`src/rtl/rob_pkg.sv`:
```
`timescale 1ns/1ps
// Package rob_pkg: default geometry shared by the striped reorder buffer
// and its checker. Assumes lane and slot counts are powers of two.
package rob_pkg;
    localparam int ROB_LANES  = 4;   // independent stripes
    localparam int ROB_DEPTH  = 8;   // slots per stripe
    localparam int ROB_TAG_W  = 8;   // class bit plus 7-bit register number
    localparam int ROB_DATA_W = 32;  // result width
endpackage

```
`src/rtl/rob_stripe.sv`:
```
`timescale 1ns/1ps
// rob_stripe: one lane of the buffer. A ring of DEPTH slots filled at the
// tail and drained at the head, with a done flag per slot and a lookup
// on the reduced destination key. Assumes DEPTH is a power of two and that
// alloc_en is only raised while has_room is set.
module rob_stripe #(
    parameter int DEPTH  = 8,
    parameter int KEY_W  = 6,
    parameter int DATA_W = 32,
    parameter int SEQ_W  = 6,
    localparam int SLOT_W = $clog2(DEPTH),
    localparam int CNT_W  = $clog2(DEPTH + 1)
) (
    input  logic              clk,
    input  logic              rst_n,
    input  logic              alloc_en,
    input  logic [KEY_W-1:0]  alloc_key,
    input  logic [SEQ_W-1:0]  alloc_seq,
    input  logic              cmp_en,
    input  logic [SLOT_W-1:0] cmp_slot,
    input  logic [DATA_W-1:0] cmp_data,
    input  logic              retire_en,
    input  logic [KEY_W-1:0]  look_key,
    output logic              has_room,
    output logic [SLOT_W-1:0] tail_slot,
    output logic              head_valid,
    output logic              head_done,
    output logic [SEQ_W-1:0]  head_seq,
    output logic [KEY_W-1:0]  head_key,
    output logic [DATA_W-1:0] head_data,
    output logic [SLOT_W-1:0] head_slot,
    output logic              look_hit,
    output logic              look_done,
    output logic [SLOT_W-1:0] look_slot
);
    logic [SLOT_W-1:0] head_q;
    logic [CNT_W-1:0]  count_q;
    logic [DEPTH-1:0]  done_q;
    logic [DEPTH-1:0]  live;
    logic [KEY_W-1:0]  key_q  [DEPTH];
    logic [SEQ_W-1:0]  seq_q  [DEPTH];
    logic [DATA_W-1:0] data_q [DEPTH];

    assign has_room   = (count_q < CNT_W'(DEPTH));
    assign tail_slot  = head_q + SLOT_W'(count_q);
    assign head_valid = (count_q != '0);
    assign head_slot  = head_q;
    assign head_done  = done_q[head_q];
    assign head_seq   = seq_q[head_q];
    assign head_key   = key_q[head_q];
    assign head_data  = data_q[head_q];

    // Occupancy map: a slot is live when it lies within count of the head.
    always_comb begin
        for (int i = 0; i < DEPTH; i++) begin
            live[i] = (CNT_W'(SLOT_W'(i) - head_q) < count_q);
        end
    end

    // Ring pointers and done flags, synchronous active-low reset.
    always_ff @(posedge clk) begin
        if (!rst_n) begin
            head_q  <= '0;
            count_q <= '0;
            done_q  <= '0;
        end else begin
            if (retire_en) head_q <= head_q + 1'b1;
            count_q <= count_q + CNT_W'(alloc_en) - CNT_W'(retire_en);
            for (int i = 0; i < DEPTH; i++) begin
                if (alloc_en && tail_slot == SLOT_W'(i))
                    done_q[i] <= 1'b0;
                else if (cmp_en && cmp_slot == SLOT_W'(i) && live[i])
                    done_q[i] <= 1'b1;
            end
        end
    end

    // Slot payload: key and stamp at allocation, value at completion.
    always_ff @(posedge clk) begin
        if (alloc_en) begin
            key_q[tail_slot] <= alloc_key;
            seq_q[tail_slot] <= alloc_seq;
        end
        if (cmp_en && live[cmp_slot]) data_q[cmp_slot] <= cmp_data;
    end

    // Key search from oldest to youngest; the last match found wins.
    always_comb begin
        look_hit  = 1'b0;
        look_slot = '0;
        for (int k = 0; k < DEPTH; k++) begin
            logic [SLOT_W-1:0] idx;
            idx = head_q + SLOT_W'(k);
            if (CNT_W'(k) < count_q && key_q[idx] == look_key) begin
                look_hit  = 1'b1;
                look_slot = idx;
            end
        end
        look_done = look_hit && done_q[look_slot];
    end
endmodule

```
`src/rtl/rob_seq_assign.sv`:
```
`timescale 1ns/1ps
// rob_seq_assign: stamps each accepted allocation with a program-order
// number. Lower port index is older within a cycle. Assumes at most
// 2**(SEQ_W-1) instructions are in flight so stamps stay unique.
module rob_seq_assign #(
    parameter int LANES = 4,
    parameter int SEQ_W = 6
) (
    input  logic                   clk,
    input  logic                   rst_n,
    input  logic [LANES-1:0]       accept,
    output logic [LANES*SEQ_W-1:0] seq
);
    logic [SEQ_W-1:0] base_q;
    logic [SEQ_W-1:0] next_base;

    // Prefix count over accepted ports gives each its stamp.
    always_comb begin
        next_base = base_q;
        for (int k = 0; k < LANES; k++) begin
            seq[k*SEQ_W +: SEQ_W] = next_base;
            next_base = next_base + SEQ_W'(accept[k]);
        end
    end

    // Stamp counter advances by the number accepted this cycle.
    always_ff @(posedge clk) begin
        if (!rst_n) base_q <= '0;
        else        base_q <= next_base;
    end
endmodule

```
`src/rtl/rob_retire_sel.sv`:
```
`timescale 1ns/1ps
// rob_retire_sel: keeps the stamp of the next instruction to retire and
// picks the stripe whose head carries that stamp once it is done. Assumes
// every stamp handed out is retired exactly once, in order.
module rob_retire_sel #(
    parameter int LANES = 4,
    parameter int SEQ_W = 6,
    localparam int LANE_W = $clog2(LANES)
) (
    input  logic                   clk,
    input  logic                   rst_n,
    input  logic [LANES-1:0]       head_valid,
    input  logic [LANES-1:0]       head_done,
    input  logic [LANES*SEQ_W-1:0] head_seq,
    output logic [LANES-1:0]       retire_en,
    output logic                   retire_any,
    output logic [LANE_W-1:0]      retire_lane
);
    logic [SEQ_W-1:0] next_q;

    // Match the expected stamp against every stripe head.
    always_comb begin
        retire_en   = '0;
        retire_lane = '0;
        for (int k = 0; k < LANES; k++) begin
            if (head_valid[k] && head_done[k] &&
                head_seq[k*SEQ_W +: SEQ_W] == next_q) begin
                retire_en[k] = 1'b1;
                retire_lane  = LANE_W'(k);
            end
        end
        retire_any = |retire_en;
    end

    // Expected stamp steps on each retirement.
    always_ff @(posedge clk) begin
        if (!rst_n) next_q <= '0;
        else        next_q <= next_q + SEQ_W'(retire_any);
    end
endmodule

```
`src/rtl/stripe_rob.sv`:
```
`timescale 1ns/1ps
// stripe_rob: reorder buffer of LANES independent stripes. Entry number is
// {slot, lane}; port k only accepts destinations whose low lane bits are k.
// Retires one complete instruction per cycle in program order. Assumes the
// caller presents same-cycle requests in program order by port index.
module stripe_rob import rob_pkg::*; #(
    parameter int LANES  = ROB_LANES,
    parameter int DEPTH  = ROB_DEPTH,
    parameter int TAG_W  = ROB_TAG_W,
    parameter int DATA_W = ROB_DATA_W,
    localparam int LANE_W = $clog2(LANES),
    localparam int SLOT_W = $clog2(DEPTH),
    localparam int ENT_W  = LANE_W + SLOT_W,
    localparam int KEY_W  = TAG_W - LANE_W,
    localparam int SEQ_W  = ENT_W + 1
) (
    input  logic                   clk,
    input  logic                   rst_n,
    input  logic [LANES-1:0]       alloc_valid,
    input  logic [LANES*TAG_W-1:0] alloc_dest,
    output logic [LANES-1:0]       alloc_ready,
    output logic [LANES*ENT_W-1:0] alloc_entry,
    input  logic                   cmp_valid,
    input  logic [ENT_W-1:0]       cmp_entry,
    input  logic [DATA_W-1:0]      cmp_data,
    input  logic [TAG_W-1:0]       look_dest,
    output logic                   look_hit,
    output logic [ENT_W-1:0]       look_entry,
    output logic                   look_done,
    output logic                   ret_valid,
    output logic [ENT_W-1:0]       ret_entry,
    output logic [TAG_W-1:0]       ret_dest,
    output logic [DATA_W-1:0]      ret_data
);
    logic [LANES-1:0]       accept;
    logic [LANES*SEQ_W-1:0] seq;
    logic [LANES-1:0]       room, h_valid, h_done, retire_en, l_hit, l_done;
    logic [LANES*SEQ_W-1:0] h_seq;
    logic [SLOT_W-1:0]      tail [LANES];
    logic [SLOT_W-1:0]      h_slot [LANES];
    logic [SLOT_W-1:0]      l_slot [LANES];
    logic [KEY_W-1:0]       h_key [LANES];
    logic [DATA_W-1:0]      h_data [LANES];
    logic                   retire_any;
    logic [LANE_W-1:0]      retire_lane;
    logic [LANE_W-1:0]      look_lane;

    assign look_lane = look_dest[LANE_W-1:0];

    generate
        for (genvar k = 0; k < LANES; k++) begin : g_lane
            // Port k is taken only with room and a destination in lane k.
            assign accept[k] = alloc_valid[k] && room[k] &&
                (alloc_dest[k*TAG_W +: LANE_W] == LANE_W'(k));
            assign alloc_ready[k] = room[k];
            assign alloc_entry[k*ENT_W +: ENT_W] = {tail[k], LANE_W'(k)};

            rob_stripe #(
                .DEPTH(DEPTH), .KEY_W(KEY_W), .DATA_W(DATA_W), .SEQ_W(SEQ_W)
            ) u_stripe (
                .clk        (clk),
                .rst_n      (rst_n),
                .alloc_en   (accept[k]),
                .alloc_key  (alloc_dest[k*TAG_W+LANE_W +: KEY_W]),
                .alloc_seq  (seq[k*SEQ_W +: SEQ_W]),
                .cmp_en     (cmp_valid && cmp_entry[LANE_W-1:0] == LANE_W'(k)),
                .cmp_slot   (cmp_entry[ENT_W-1:LANE_W]),
                .cmp_data   (cmp_data),
                .retire_en  (retire_en[k]),
                .look_key   (look_dest[TAG_W-1:LANE_W]),
                .has_room   (room[k]),
                .tail_slot  (tail[k]),
                .head_valid (h_valid[k]),
                .head_done  (h_done[k]),
                .head_seq   (h_seq[k*SEQ_W +: SEQ_W]),
                .head_key   (h_key[k]),
                .head_data  (h_data[k]),
                .head_slot  (h_slot[k]),
                .look_hit   (l_hit[k]),
                .look_done  (l_done[k]),
                .look_slot  (l_slot[k])
            );
        end
    endgenerate

    rob_seq_assign #(.LANES(LANES), .SEQ_W(SEQ_W)) u_seq (
        .clk    (clk),
        .rst_n  (rst_n),
        .accept (accept),
        .seq    (seq)
    );

    rob_retire_sel #(.LANES(LANES), .SEQ_W(SEQ_W)) u_ret (
        .clk         (clk),
        .rst_n       (rst_n),
        .head_valid  (h_valid),
        .head_done   (h_done),
        .head_seq    (h_seq),
        .retire_en   (retire_en),
        .retire_any  (retire_any),
        .retire_lane (retire_lane)
    );

    // Retirement outputs rebuild the full destination from key and lane.
    assign ret_valid = retire_any;
    assign ret_entry = {h_slot[retire_lane], retire_lane};
    assign ret_dest  = {h_key[retire_lane], retire_lane};
    assign ret_data  = h_data[retire_lane];

    // Lookup result comes from the lane named by the destination.
    assign look_hit   = l_hit[look_lane];
    assign look_done  = l_done[look_lane];
    assign look_entry = {l_slot[look_lane], look_lane};
endmodule

```
`config.mk`:
```
export PLATFORM = sky130hd
export DESIGN_NAME = stripe_rob
export DESIGN_NICKNAME = d
export VERILOG_FILES = /design/src/rtl/rob_pkg.sv /design/src/rtl/rob_stripe.sv /design/src/rtl/rob_seq_assign.sv /design/src/rtl/rob_retire_sel.sv /design/src/rtl/stripe_rob.sv
export SDC_FILE = /design/constraint.sdc
export NUM_CORES = 2
export LEC_CHECK = 0
export BUFFER_PORTS_ARGS = -buffer_cell sky130_fd_sc_hd__clkbuf_2
export CORE_MARGIN = 2
export CORE_UTILIZATION = 30
export DETAILED_ROUTE_END_ITERATION = 10
export GPL_TIMING_DRIVEN = 0
export MAX_ROUTING_LAYER = met4
export PLACE_DENSITY = 0.54
export SLEW_MARGIN = 5
export SYNTH_ARGS = -nofsm -noshare
export SYNTH_HDL_FRONTEND = slang
export SYNTH_HIERARCHICAL = 1
export SYNTH_SLANG_ARGS = --single-unit
```
`constraint.sdc`:
```
create_clock -name clk -period 11.18 [get_ports clk]
set_input_delay 2.795 -clock clk [delete_from_list [all_inputs] [get_ports clk]]
set_output_delay 2.795 -clock clk [all_outputs]
set_load 0.02 [all_outputs]
```
==> metrics <==
Yosys top cell area share=0.569; CP most frequent cell=mux4_2; type of element capturing the critical path=output port; Routed WL=239 mm; r2r setup slk=4.15 ns; Final Setup Violations=0; first-pass GRT wire length=338 mm; Simple-Gate Fraction of Synth Area=0.0452; HP Class=reg2reg; H-tree Lvls=4; Max Cap Viol=0; ranking of synthesized cells by area=edfxtp_1 57%, mux4_2 17%, mux2i_1 3.1%; Slew @ Worst Pin=1.40 ns; Worst EP required=8.39 ns; grt total ovfl=0; Layout area overhead=17.1%; Register Area=0.0440 mm^2; synthesized-area fraction occupied by adder cells=0.0266; leakage=28.2 nW; register area share after synthesis=0.591; critical path's top delay family=buffers and inverters; Finished Cell Area=0.0871 mm^2; post-place setup slack=0.646 ns; # port buffers=150; Max-slew headroom=0.0662; Power Dens Cells=136 mW/mm^2; core area=0.246 mm^2; clock tree buffer depth=3; Hold Crit Depth=2; #FFs+latches synth=1,492; post-synthesis mux area share=0.237; Critical Path Fanout Max=10; post-DP HPWL=177 mm; hold path startpoint=g_lane[2].u_stripe/done_q[4]; Via-to-Cell Ratio=5.35; Post-Syn Area=0.0744 mm^2; run status=completed; Hold Path End=g_lane[2].u_stripe/done_q[4]; CTS Buf Count=158; crit path launch type=flip-flop; final hold vios=0; CTS tree=done; Max Slew Vio Count=0; routed len/inst=28.7 um; Rows=182; largest net degree at the start of global routing=41; R2R depth=15; dominant synthesized flop cell=edfxtp_1; Remaining DRCs=0; Root Driver=clkbuf_16; Post-CTS Setup Repair Bufs=0; Crit Reg-Reg Endpoint=g_lane[0].u_stripe/count_q[2]; unique cell type count in the Yosys netlist=121; fmax=91.2 MHz; area occupied by multi-input gates=0.0286 mm^2; Fillers=23,200; slowest CP cell=dfxtp_1; Post-Synth XOR/XNOR Area=0.0316; PnR worst setup slack=0.216 ns; initial antenna violation count=24; Crit Path Category=reg2out; number of nets in the layout=5,100; CP Cell Sequence=clkbuf_1, buf_2, inv_1, ha_1, buf_6, clkbuf_1, mux4_2, mux2i_1, xor2_1, o2111ai_1, or4bb_1, nand4_1, o32ai_2, a21oi_2, mux4_2, o32ai_2, mux4_2, clkbuf_2; via count=44,500; chip height=502 um; largest family of logic cells by synthesized area=multiplexers; Pwr Total=11.9 mW; 1st-iter DRT viols=4,865; Post-synth EDFFs=1,408; antenna viol nets, final=0; GR Util All Layers=0.193; Chip Width=502 um; Clock Skew=0.0829 ns; Mapped Cells=4,286; RSZ-0062 raised after global routing=false; worst ir drop on vdd=0.126 mV; max incr delay on CP=0.81 ns; # clock sinks=1,492; Clock Latency Late Sink=0.83 ns; full die area=0.252 mm^2; Clock Pin Slew Worst Setup and Hold Paths=0.06 ns; Yosys top cell by area=edfxtp_1; placed cell areas=0.0818 mm^2; share of cells above drive strength 1=0.337; Bufs and invs on worst path=6; first drt pass iteration count=6; final worst-path cycle share=0.981; vias in the first global route=44,400; Syn. warnings=6; syn avg cell area=17.4 um^2; GPL Wtd Cong=0.919; Critical Path AT=8.17 ns; Synth async-reset ratio=0; Compound-Gate Fraction of Synth Area=0.0394; initial core utilization=0.302; # IOs=161; fin crit period=10.96 ns
==> final cells by class <==
class                           count  share of cell area
Antenna cell                       13            0.000374
Buffer                            257              0.0189
Clock buffer                      198              0.0477
Clock inverter                     93              0.0125
Inverter                          134             0.00586
Multi-Input combinational cell   2409               0.329
Sequential cell                  1492               0.505
Tap cell                         3312              0.0476
Timing Repair Buffer              413              0.0335
==> cells in the mapped netlist, drive strengths merged (93+ instances only) <==
cell type,count
buf,164
clkbuf,93
edfxtp,1408
ha,139
inv,126
mux2,191
mux2i,234
mux4,580
nand2,120
nor2,103
xnor2,163
xor2,94
==> what timing repair did <==
action | CTS | global route
hold buffers | 0 | 0
endpoints found under the hold margin | 0 | 0
setup endpoints to repair | 1 | 1
resized for setup | 1 | 2
==> state kept, by name, summed over array words and instances, names as in the netlist, named ones only <==
signal and cells:
g_lane.u_stripe/seq_q 192, g_lane.u_stripe/head_slot 12, g_lane.u_stripe/count_q 16, u_ret/next_q 6
u_seq/base_q 6, g_lane.u_stripe/data_q 1024, g_lane.u_stripe/key_q 192, g_lane.u_stripe/done_q 32
==> metrics by stage <==
step	utilization	hold slack, ns	std cells	TNS [ns]
finish	0.354	0.518	8321	0
global route	0.354	0.537	8317	0
CTS	0.354	0.520	8308	0
detailed placement	0.332	0.506	8017	0
global placement	0.322	0.491	7754	-5894.41
floorplan	-	0.475	4292	0
==> layout by cell type (no fill, tap or decap), types with 115 or more instances in the layout <==
cell       netlist  final
buf_4           38    146
buf_2           40    145
mux4_2         558    558
xnor2_1        159    159
edfxtp_1      1408   1408
clkbuf_1        81    115
ha_1           139    139
clkbuf_2         0    157
mux2i_1        234    234
mux2_2         191    191
nand2_1        120    120
clkbuf_16        0    160
==> routing by layer <==
layer  vias up  global-route usage  wire (um)  part of all wire
met4         0              0.0404       4820             0.020
met5         -                   -          0                 0
li1      18700                   -          -                 -
met2      1807               0.299     112000              0.47
met1     23800               0.263     105000              0.44
met3       276              0.0359      17100             0.072
==> how the worst max path moves through the flow <==
stage	start	endpoint	slack, ns	cells after the start
after CTS	g_lane[1].u_stripe/head_slot[1]	look_done	0.08	20
after detailed placement	look_dest[6]	look_done	0.65	17
after global placement	g_lane[1].u_stripe/head_slot[1]	g_lane[1].u_stripe/done_q[6]	-10.56	13
after global routing	g_lane[2].u_stripe/head_slot[1]	look_done	0.11	18
final	g_lane[2].u_stripe/head_slot[1]	look_done	0.22	18
after floorplan	cmp_valid	g_lane[3].u_stripe/done_q[4]	1.76	5
==> logic make-up after synthesis <==
kind of cell | after synthesis
DFF | 1492
muxes | 1005
adders and majority gates | 151
AOI/OAI and AO/OA | 383
other | 2
and+or+nand+nor | 604
buffers and inverters | 391
xor gates and xnor gates | 258
==> report_power, final <==
group	switching [mW]	internal, mW	total (mW)
sequential	0.0219	6.15	6.17
combinational	0.281	0.125	0.406
clock	2.30	2.98	5.28
==> worst register-to-register path, delay by kind of cell, from the launching register on <==
kind,cells,cell delay (ns)
DFF,1,0.48
adders and majority gates,3,0.94
and+or+nand+nor,3,1.78
xor gates and xnor gates,2,0.30
muxes,2,0.90
buffers and inverters,5,2.51
Power figures use the tool's default switching activity.
